### src/rtl/uatd_pkg.sv
package uatd_pkg;

    localparam int OP0_W = 2;
    localparam int OP1_W = 3;
    localparam int CRN_W = 4;
    localparam int CRM_W = 4;
    localparam int OP2_W = 3;
    localparam int SYN_W = 6;
    localparam int NUM_RESULTS = 5;

    typedef enum logic [1:0] {
        LVL_0 = 2'd0,
        LVL_1 = 2'd1,
        LVL_2 = 2'd2,
        LVL_3 = 2'd3
    } level_e;

    typedef enum logic [2:0] {
        OC_NONE     = 3'd0,
        OC_UNDEF    = 3'd1,
        OC_TRAP_EL2 = 3'd2,
        OC_TRAP_EL3 = 3'd3,
        OC_PERMIT   = 3'd4,
        OC_NOMATCH  = 3'd5
    } outcome_e;

    typedef struct packed {
        logic [OP0_W-1:0] op0;
        logic [OP1_W-1:0] op1;
        logic [CRN_W-1:0] crn;
        logic [CRM_W-1:0] crm;
        logic [OP2_W-1:0] op2;
    } sys_enc_t;

    typedef struct packed {
        logic el2_en;
        logic el3_present;
        logic fgt_present;
    } impl_t;

    typedef struct packed {
        logic fgt_en;
        logic pm_en;
        logic pm_trap;
    } l3ctl_t;

    typedef struct packed {
        logic prio;
        logic undef;
    } sdd_t;

endpackage

### src/rtl/uatd_enc_match.sv
module uatd_enc_match
    import uatd_pkg::*;
#(
    parameter logic [OP0_W-1:0] M_OP0 = 2'b11,
    parameter logic [OP1_W-1:0] M_OP1 = 3'b000,
    parameter logic [CRN_W-1:0] M_CRN = 4'b1001,
    parameter logic [CRM_W-1:0] M_CRM = 4'b1110,
    parameter logic [OP2_W-1:0] M_OP2 = 3'b100
) (
    input  sys_enc_t enc,
    output logic     hit
);

    localparam int NFIELD = 5;
    localparam int ENC_W  = OP0_W + OP1_W + CRN_W + CRM_W + OP2_W;
    localparam sys_enc_t TARGET = '{op0: M_OP0, op1: M_OP1, crn: M_CRN,
                                    crm: M_CRM, op2: M_OP2};

    logic [NFIELD-1:0] field_ok;
    logic [ENC_W-1:0]  bit_ok;

    // per-bit comparison against the fixed target encoding
    genvar gi;
    generate
        for (gi = 0; gi < ENC_W; gi++) begin : g_bit
            assign bit_ok[gi] = (enc[gi] == TARGET[gi]);
        end
    endgenerate

    // fold bits into the five fields (op2 in the low bits)
    localparam int LO_OP2 = 0;
    localparam int LO_CRM = LO_OP2 + OP2_W;
    localparam int LO_CRN = LO_CRM + CRM_W;
    localparam int LO_OP1 = LO_CRN + CRN_W;
    localparam int LO_OP0 = LO_OP1 + OP1_W;

    assign field_ok[0] = &bit_ok[LO_OP2 +: OP2_W];
    assign field_ok[1] = &bit_ok[LO_CRM +: CRM_W];
    assign field_ok[2] = &bit_ok[LO_CRN +: CRN_W];
    assign field_ok[3] = &bit_ok[LO_OP1 +: OP1_W];
    assign field_ok[4] = &bit_ok[LO_OP0 +: OP0_W];

    assign hit = &field_ok;

endmodule

### src/rtl/uatd_prio_chain.sv
module uatd_prio_chain
    import uatd_pkg::*;
(
    input  logic     enc_hit,
    input  level_e   lvl,
    input  logic     is_write,
    input  impl_t    impl,
    input  l3ctl_t   l3,
    input  logic     el2_pm_trap,
    input  logic     fgt_rd_n,
    input  logic     fgt_wr_n,
    input  sdd_t     sdd,
    output outcome_e verdict
);

    logic el3_blocks;
    logic fgt_dir_n;
    logic fgt_catch;
    logic l2_catch;
    outcome_e el3_result;
    outcome_e low_chain;

    // EL3 gate: enable cleared or trap set
    assign el3_blocks = impl.el3_present && (!l3.pm_en || l3.pm_trap);
    assign fgt_dir_n  = is_write ? fgt_wr_n : fgt_rd_n;
    assign fgt_catch  = impl.el2_en && impl.fgt_present &&
                        ((impl.el3_present && !l3.fgt_en) || !fgt_dir_n);
    assign l2_catch   = impl.el2_en && el2_pm_trap;
    assign el3_result = sdd.undef ? OC_UNDEF : OC_TRAP_EL3;

    // tail of the chain shared by levels 1 and 2
    always_comb begin
        if (el3_blocks) begin
            low_chain = el3_result;
        end else begin
            low_chain = OC_PERMIT;
        end
    end

    always_comb begin
        verdict = OC_NOMATCH;
        if (enc_hit) begin
            unique case (lvl)
                LVL_0: verdict = OC_UNDEF;
                LVL_1: begin
                    if (el3_blocks && sdd.prio) begin
                        verdict = OC_UNDEF;
                    end else if (fgt_catch) begin
                        verdict = OC_TRAP_EL2;
                    end else if (l2_catch) begin
                        verdict = OC_TRAP_EL2;
                    end else begin
                        verdict = low_chain;
                    end
                end
                LVL_2: begin
                    if (el3_blocks && sdd.prio) begin
                        verdict = OC_UNDEF;
                    end else begin
                        verdict = low_chain;
                    end
                end
                LVL_3: verdict = OC_PERMIT;
                default: verdict = OC_UNDEF;
            endcase
        end
    end

endmodule

### src/rtl/uatd_resp_fsm.sv
module uatd_resp_fsm
    import uatd_pkg::*;
#(
    parameter bit               REGISTERED = 1'b1,
    parameter logic [SYN_W-1:0] SYN_CLASS  = 6'h18
) (
    input  logic             clk,
    input  logic             rst_n,
    input  logic             req_valid,
    input  outcome_e         verdict,
    output logic             o_undef,
    output logic             o_trap2,
    output logic             o_trap3,
    output logic             o_permit,
    output logic             o_miss,
    output logic [SYN_W-1:0] o_syn
);

    typedef enum logic [2:0] {
        ST_IDLE   = 3'd0,
        ST_UNDEF  = 3'd1,
        ST_TRAP2  = 3'd2,
        ST_TRAP3  = 3'd3,
        ST_PERMIT = 3'd4,
        ST_MISS   = 3'd5
    } state_e;

    state_e state_q;
    state_e state_d;
    state_e state_now;
    state_e target;

    always_comb begin
        unique case (verdict)
            OC_UNDEF:    target = ST_UNDEF;
            OC_TRAP_EL2: target = ST_TRAP2;
            OC_TRAP_EL3: target = ST_TRAP3;
            OC_PERMIT:   target = ST_PERMIT;
            OC_NOMATCH:  target = ST_MISS;
            default:     target = ST_IDLE;
        endcase
    end

    // strobe moves to the decoded state, otherwise hold
    assign state_d = req_valid ? target : state_q;

    always_ff @(posedge clk or negedge rst_n) begin
        if (!rst_n) begin
            state_q <= ST_IDLE;
        end else begin
            state_q <= state_d;
        end
    end

    generate
        if (REGISTERED) begin : g_reg
            assign state_now = state_q;
        end else begin : g_comb
            assign state_now = rst_n ? state_d : ST_IDLE;
        end
    endgenerate

    always_comb begin
        o_undef  = 1'b0;
        o_trap2  = 1'b0;
        o_trap3  = 1'b0;
        o_permit = 1'b0;
        o_miss   = 1'b0;
        o_syn    = '0;
        unique case (state_now)
            ST_IDLE:   ;
            ST_UNDEF:  o_undef = 1'b1;
            ST_TRAP2:  begin o_trap2 = 1'b1; o_syn = SYN_CLASS; end
            ST_TRAP3:  begin o_trap3 = 1'b1; o_syn = SYN_CLASS; end
            ST_PERMIT: o_permit = 1'b1;
            ST_MISS:   o_miss = 1'b1;
            default:   ;
        endcase
    end

    // never two results at once
    p_onehot_r10: assert property (@(posedge clk) disable iff (!rst_n)
        $onehot0({o_undef, o_trap2, o_trap3, o_permit, o_miss}));

    // class present exactly while a trap is shown
    p_syn_r9: assert property (@(posedge clk) disable iff (!rst_n)
        (o_trap2 || o_trap3) == (o_syn == SYN_CLASS));

    generate
        if (REGISTERED) begin : g_reg_chk
            // a strobe always yields exactly one result next cycle
            p_one_result_r10: assert property (@(posedge clk) disable iff (!rst_n)
                req_valid |=> ($countones({o_undef, o_trap2, o_trap3, o_permit, o_miss}) == 1));
            // outputs hold while no strobe arrives
            p_hold_r10: assert property (@(posedge clk) disable iff (!rst_n)
                !req_valid |=> $stable({o_undef, o_trap2, o_trap3, o_permit, o_miss, o_syn}));
        end
    endgenerate

endmodule

### src/rtl/perfmon_uacc_trap_dec.sv
module perfmon_uacc_trap_dec
    import uatd_pkg::*;
#(
    parameter bit               REGISTERED = 1'b1,
    parameter logic [SYN_W-1:0] SYN_CLASS  = 6'h18,
    parameter logic [OP0_W-1:0] M_OP0      = 2'b11,
    parameter logic [OP1_W-1:0] M_OP1      = 3'b000,
    parameter logic [CRN_W-1:0] M_CRN      = 4'b1001,
    parameter logic [CRM_W-1:0] M_CRM      = 4'b1110,
    parameter logic [OP2_W-1:0] M_OP2      = 3'b100
) (
    input  logic             clk,
    input  logic             rst_n,
    input  logic             req_valid,
    input  logic [1:0]       req_el,
    input  logic             req_write,
    input  logic [OP0_W-1:0] req_op0,
    input  logic [OP1_W-1:0] req_op1,
    input  logic [CRN_W-1:0] req_crn,
    input  logic [CRM_W-1:0] req_crm,
    input  logic [OP2_W-1:0] req_op2,
    input  logic             cfg_el2_en,
    input  logic             cfg_el3_present,
    input  logic             cfg_fgt_present,
    input  logic             el3_fgt_en,
    input  logic             el3_pm_en,
    input  logic             el3_pm_trap,
    input  logic             el2_pm_trap,
    input  logic             fgt_rd_n,
    input  logic             fgt_wr_n,
    input  logic             sdd_undef_prio,
    input  logic             sdd_undef,
    output logic             out_undef,
    output logic             out_trap_el2,
    output logic             out_trap_el3,
    output logic             out_permit,
    output logic             out_nomatch,
    output logic [SYN_W-1:0] out_syn_class
);

    sys_enc_t enc;
    impl_t    impl;
    l3ctl_t   l3;
    sdd_t     sdd;
    level_e   lvl;
    logic     enc_hit;
    outcome_e verdict;

    assign enc  = '{op0: req_op0, op1: req_op1, crn: req_crn, crm: req_crm, op2: req_op2};
    assign impl = '{el2_en: cfg_el2_en, el3_present: cfg_el3_present, fgt_present: cfg_fgt_present};
    assign l3   = '{fgt_en: el3_fgt_en, pm_en: el3_pm_en, pm_trap: el3_pm_trap};
    assign sdd  = '{prio: sdd_undef_prio, undef: sdd_undef};
    assign lvl  = level_e'(req_el);

    uatd_enc_match #(
        .M_OP0(M_OP0), .M_OP1(M_OP1), .M_CRN(M_CRN), .M_CRM(M_CRM), .M_OP2(M_OP2)
    ) u_match (
        .enc (enc),
        .hit (enc_hit)
    );

    uatd_prio_chain u_chain (
        .enc_hit     (enc_hit),
        .lvl         (lvl),
        .is_write    (req_write),
        .impl        (impl),
        .l3          (l3),
        .el2_pm_trap (el2_pm_trap),
        .fgt_rd_n    (fgt_rd_n),
        .fgt_wr_n    (fgt_wr_n),
        .sdd         (sdd),
        .verdict     (verdict)
    );

    uatd_resp_fsm #(
        .REGISTERED (REGISTERED),
        .SYN_CLASS  (SYN_CLASS)
    ) u_fsm (
        .clk       (clk),
        .rst_n     (rst_n),
        .req_valid (req_valid),
        .verdict   (verdict),
        .o_undef   (out_undef),
        .o_trap2   (out_trap_el2),
        .o_trap3   (out_trap_el3),
        .o_permit  (out_permit),
        .o_miss    (out_nomatch),
        .o_syn     (out_syn_class)
    );

    generate
        if (REGISTERED) begin : g_top_chk
            // foreign encoding reports a miss only
            p_miss_r1: assert property (@(posedge clk) disable iff (!rst_n)
                (req_valid && !enc_hit) |=> (out_nomatch && out_syn_class == '0));
            // level 0 never reaches the register
            p_el0_undef_r2: assert property (@(posedge clk) disable iff (!rst_n)
                (req_valid && enc_hit && req_el == 2'd0) |=> out_undef);
            // level 3 always allowed
            p_el3_permit_r3: assert property (@(posedge clk) disable iff (!rst_n)
                (req_valid && enc_hit && req_el == 2'd3) |=> out_permit);
            // secure-debug priority beats everything at levels 1 and 2
            p_sdd_prio_r4: assert property (@(posedge clk) disable iff (!rst_n)
                (req_valid && enc_hit && (req_el == 2'd1 || req_el == 2'd2) &&
                 cfg_el3_present && sdd_undef_prio && (!el3_pm_en || el3_pm_trap))
                |=> out_undef);
            // EL2 trap bit never applies at level 2
            p_no_l2trap_at_el2_r6: assert property (@(posedge clk) disable iff (!rst_n)
                (req_valid && enc_hit && req_el == 2'd2) |=> !out_trap_el2);
        end
    endgenerate

endmodule

### config.mk
export PLATFORM = sky130hd
export DESIGN_NAME = perfmon_uacc_trap_dec
export DESIGN_NICKNAME = d
export VERILOG_FILES = /design/src/rtl/uatd_pkg.sv /design/src/rtl/uatd_enc_match.sv /design/src/rtl/uatd_prio_chain.sv /design/src/rtl/uatd_resp_fsm.sv /design/src/rtl/perfmon_uacc_trap_dec.sv
export SDC_FILE = /design/constraint.sdc
export NUM_CORES = 1
export LEC_CHECK = 0
export BUFFER_PORTS_ARGS = -buffer_cell sky130_fd_sc_hd__buf_2
export CAP_MARGIN = 30
export CORE_AREA = 2 2 39 41
export CTS_CLUSTER_SIZE = 8
export DETAILED_ROUTE_END_ITERATION = 12
export DIE_AREA = 0 0 41 43
export PLACE_DENSITY = 0.86
export SLEW_MARGIN = 5
export SYNTH_ARGS = -nofsm -noshare
export SYNTH_HDL_FRONTEND = slang
export SYNTH_HIERARCHICAL = 1
export SYNTH_SLANG_ARGS = --single-unit
export TNS_END_PERCENT = 10
### constraint.sdc
create_clock -name clk -period 1.25 [get_ports clk]
set_input_delay 0.125 -clock clk [delete_from_list [all_inputs] [get_ports clk]]
set_output_delay 0.125 -clock clk [all_outputs]
set_load 0.05 [all_outputs]
* After elaboration in Yosys (flattened, before gate mapping) *
Index checks and enable logic that the tools add are counted.

word-level totals
  input bits = 33
  output and inout bits = 11
  bits in registers = 3

operators by class
  mux-type cells = 16
  bitwise logic cells = 8
  reduce and logical (&&, ||, !) cells = 14
  equality and inequality tests = 13

operators by type and width
  operator                                       number
  two-way mux 3 bit                              6
  AND reduction 16 bit                           1
  case mux 3 bit (5 select lines)                1
  == test 3 x 2 -> 1 bit, second input constant  4
  == test 3 bit, second input constant           4
  case mux 3 bit (4 select lines)                1
  inverter 1 bit                                 8
  == test 3 x 1 -> 1 bit, second input constant  2
  logical AND 1 bit                              6
  two-way mux 1 bit                              6
  two-way mux 5 bit                              1
  == test 2 bit, second input constant           2
  zero test 1 bit                                3
  == test 2 x 1 -> 1 bit, second input constant  1
  zero test 2 bit                                1
  logical OR 1 bit                               2
  two-way mux 2 bit                              1
  OR reduction 2 bit                             1

* Depth between registers and ports, before layout *
  word-level depth = 11
  gate-level depth with buffers = 7
  depth with buffers taken out = 7

* Cells and area by module *
Netlist, hierarchy kept.

by module, submodules not included
  module           area each (um2)  sequential area each (um2)  cells each  instances
  uatd_resp_fsm    209.0            75.1                        23          1
  uatd_prio_chain  177.7            0.0                         26          1
  uatd_enc_match   50.0             0.0                         5           1

* Worst setup path after synthesis *
Ideal clock, no wire load.

  path type = input to register
  from = in req_crn[1]
  to = reg u_fsm.state_q[0] (netlist: u_fsm/state_now[0])
  cell stages on the path = 7
  library setup time = 125 ps
  data arrival time = 1760 ps
  path slack = -635 ps
  required time = 1125 ps
  path buffers = 0
  cell sequence = or4b_1 nor4_2 inv_1 a311oi_2 o211a_1 a21boi_1 mux2_4

on the way
  longest elaborated chain between the ends = 5

ends and longest elaborated chain
  element                                      line                         source
  start, declared                              perfmon_uacc_trap_dec.sv:19  input logic [CRN_W-1:0] req_crn,
  inverter 1 bit (*)                           uatd_enc_match.sv:26         assign bit_ok[gi] = (enc[gi] == TARGET[gi]);
  AND reduction 16 bit (*)                     uatd_enc_match.sv:43         assign hit = &field_ok;
  via enc_hit                                  perfmon_uacc_trap_dec.sv:46  logic enc_hit;
  two-way mux 3 bit (*)                        uatd_prio_chain.sv:42        if (enc_hit) begin
  via verdict[1]                               perfmon_uacc_trap_dec.sv:47  outcome_e verdict;
  == test 3 bit, or another cell as far along  uatd_resp_fsm.sv:34          unique case (verdict)
  case mux 3 bit (5 select lines) (*)          uatd_resp_fsm.sv:34
  end signal, assigned                         uatd_resp_fsm.sv:51          state_q <= state_d;
  end, declared                                uatd_resp_fsm.sv:28          state_e state_q;

Mark *: on every way through the listed nets, which the timed path passes. The rest lies on a longest branch.
A chain may end at the register's enable or synchronous reset.

* Worst setup path after layout *
Same ends and word-level chain as after synthesis.

==> impl_results.md <==
- Worst Hold Path EP: u_fsm/state_now[1]
- Most used DFF post-synth: dfrtp_1
- P_leak: 0.384 nW
- Via/cell ratio: 4.83
- Port Buffers: 39
- Via count: 555
- Logic pwr share: 38.5%
- Worst skew pair latency: 0.23 ns
- Core area: 1380 um^2
- Antenna Cells: 0
- Register area: 75.1 um^2
- EDFF count, synth: 0
- Setup Viol. Count Final: 3
- Post-synth ARST share: 100%
- Routed length per instance: 10.0 um
- Share of power burned in registers: 23.7%
- Final #Nets: 133
- Routability Congestion: 0.825
- Max cap viols: 0
- # IOs: 44
- Largest net degree at the start of global routing: 7
- Worst hold path class: in -> reg
- Fraction of synthesized cell area taken by the top area cell type: 17.2%
- Failing checks: negative setup slack
- Synth Register Bits: 3
- First-pass GRT wire length: 1700 um
- VDD IR-drop max: 0.000344 V
- Fillers: 127
- Syn_area_per_cell: 8.09 um^2
- Final hold violation count: 0
- Initial Util: 31.6%
- Setup TNS: -1.32 ns
- Hold Startpoint: req_valid
- Die area: 1760 um^2
- Congestion Overflow GR: 0
- Reg2reg end: u_fsm/state_now[0]
- Clock buffer depth: 2
- Post-synth cell types: 30
- Tot GR Track Use: 14.2%
- Final antenna-violating net count: 0
- Die height: 43 um
- Switching power: 0.140 mW
- Sw Share: 32.3%
- Leading post-synthesis cells by cell area: dfrtp_1 (17%), buf_4 (8.6%), mux2_4 (6.9%)
- Share of layout cells above drive strength 1: 54.5%
- CTS sink cnt: 3
- PD cells: 602 nW/um^2
- Status: complete, but fails checks
- Internal power: 0.295 mW
- Drt pass-1 iters: 4
- Crit start category: input port
- R2R setup slack: 0.43 ns
- H-tree depth: 1
- CP arrival: 1.85 ns
- WL met2: 632 um
- Reg2reg path depth: 1
- Most frequent cells after synthesis: buf_4 (5), inv_1 (5)
- Clock transition at path regs: 0.04 ns
- Clock root buffer: clkbuf_4
- Max-slew violations: 0
- Required @ worst endpoint: 1.36 ns
- Final wirelength: 1150 um
- Synth warn: 6
- Final core occ: 52.3%
- Drt initial violations: 6
- Clk network pwr share: 37.8%
- CTS tree: built
- Initial antenna violation count: 0
- Wl on met1: 395 um
- Syn Inst Count: 54
- RSZ-0062 raised after global routing: yes
- CP Class: in -> reg
- Chip Width: 41 um
- Multi-input logic area: 314 um^2
- Max FFs per register: 3
- Fin crit share: 140%
- R2r startpoint: u_fsm/state_now[0]
- Netlist Area Pre-Place: 437 um^2
- Top sig layer: met3
- Fmax: 573 MHz
- Area growth syn-to-layout: 65.6%
- Cts bufs inserted: 3
- Worst slack, placed: -0.817 ns
- DR DRC count: 0
- Largest area contributor in the netlist: dfrtp_1
- Hpwl dp: 969 um
- Hold path cells: 2
- Worst-path fanout max: 2
- Register area share after synthesis: 17.2%
- Number of global-route vias before repair: 470
- Crit. End Element: flip-flop
- Worst Slack Setup Final: -0.494 ns
- Metal3 WL: 125 um
- Clock Skew: 0 ns
- Row count: 14
- Tmin final: 1.74 ns
[how the worst max path moves through the flow]
stage | end | slack, ns | from
finish | u_fsm/state_now[0] | -0.49 | req_crn[1]
global route | u_fsm/state_now[0] | -0.57 | req_crn[1]
CTS | u_fsm/state_now[0] | -0.47 | req_crn[1]
detailed placement | u_fsm/state_now[0] | -0.82 | req_op1[0]
global placement | u_fsm/state_now[0] | -0.76 | req_op1[0]
floorplan | u_fsm/state_now[0] | -0.63 | req_op1[0]
[area by class of cell]
class / count / share of cell area (%)
well taps: 16 / 2.77
multi-input cells: 42 / 43.4
repair buffers: 44 / 36.7
inverters: 6 / 3.11
clock buffers: 4 / 3.63
flip-flops and latches: 3 / 10.4
[cell families (layout without fill, tap and decap cells)]
kind of cell / Yosys count / in the layout / synth area share (%)
buffers and inverters: 12 / 54 / 16.3
multiplexers: 2 / 2 / 6.88
AO/OA/AOI/OAI: 12 / 12 / 22.1
XOR/XNOR: 1 / 1 / 2.01
other: 1 / 4 / 0.859
flip-flops: 3 / 3 / 17.2
AND/OR/NAND/NOR: 23 / 23 / 34.7
[per-stage QoR]
stage / hold WS (ns) / cells / instance area (um^2) / power [mW]
floorplan: -0.171 / 57 / 448 / 0.200
global placement: -0.0799 / 109 / 637 / 0.254
detailed placement: -0.0784 / 109 / 637 / 0.258
CTS: 0.125 / 115 / 708 / 0.441
global route: 0.143 / 115 / 723 / 0.477
finish: 0.135 / 115 / 723 / 0.435
[layer usage]
metal  global-route usage [%]  vias to the layer above
li1                         -                      281
met1                     13.1                      239
met2                     25.6                       35
met3                     5.24                        0
met4                     6.00                        0
met5                        0                        -
[worst max-delay path, stage by stage]
cell and delay (ns):
buf_6 0.09, or4b_4 0.53, nor4_4 0.30, inv_1 0.10, a311oi_2 0.20, o211a_1 0.19, a21boi_1 0.06, mux2_4 0.26
[repair_timing]
item | 4_1_cts | 5_1_grt
cloned | 0 | 0
endpoints found under the setup margin | 5 | 8
resized for setup | 7 | 8
hold buffers | 1 | 0
buffers inserted | 1 | 0
pin swaps | 2 | 1
endpoints found under the hold margin | 3 | 0
[cells in the final DEF, fill, tap and decap left out, types with 3 or more instances in the layout]
cell	netlist	layout
nand2b_1	3	3
buf_4	5	6
clkbuf_4	0	3
buf_6	1	4
nor3_1	3	3
nor2_1	3	3
conb_1	1	4
dfrtp_1	3	3
inv_1	5	5
buf_2	0	33
[power by group through the flow]
stage / registers (mW) / logic (mW) / clock network (mW)
final: 0.103 / 0.167 / 0.165
after global routing: 0.103 / 0.183 / 0.191
after CTS: 0.103 / 0.163 / 0.175
after detailed placement: 0.104 / 0.154 / 0
after global placement: 0.104 / 0.151 / 0
after floorplan: 0.103 / 0.0970 / 0
Note: power is estimated with default switching activity, not from simulation.
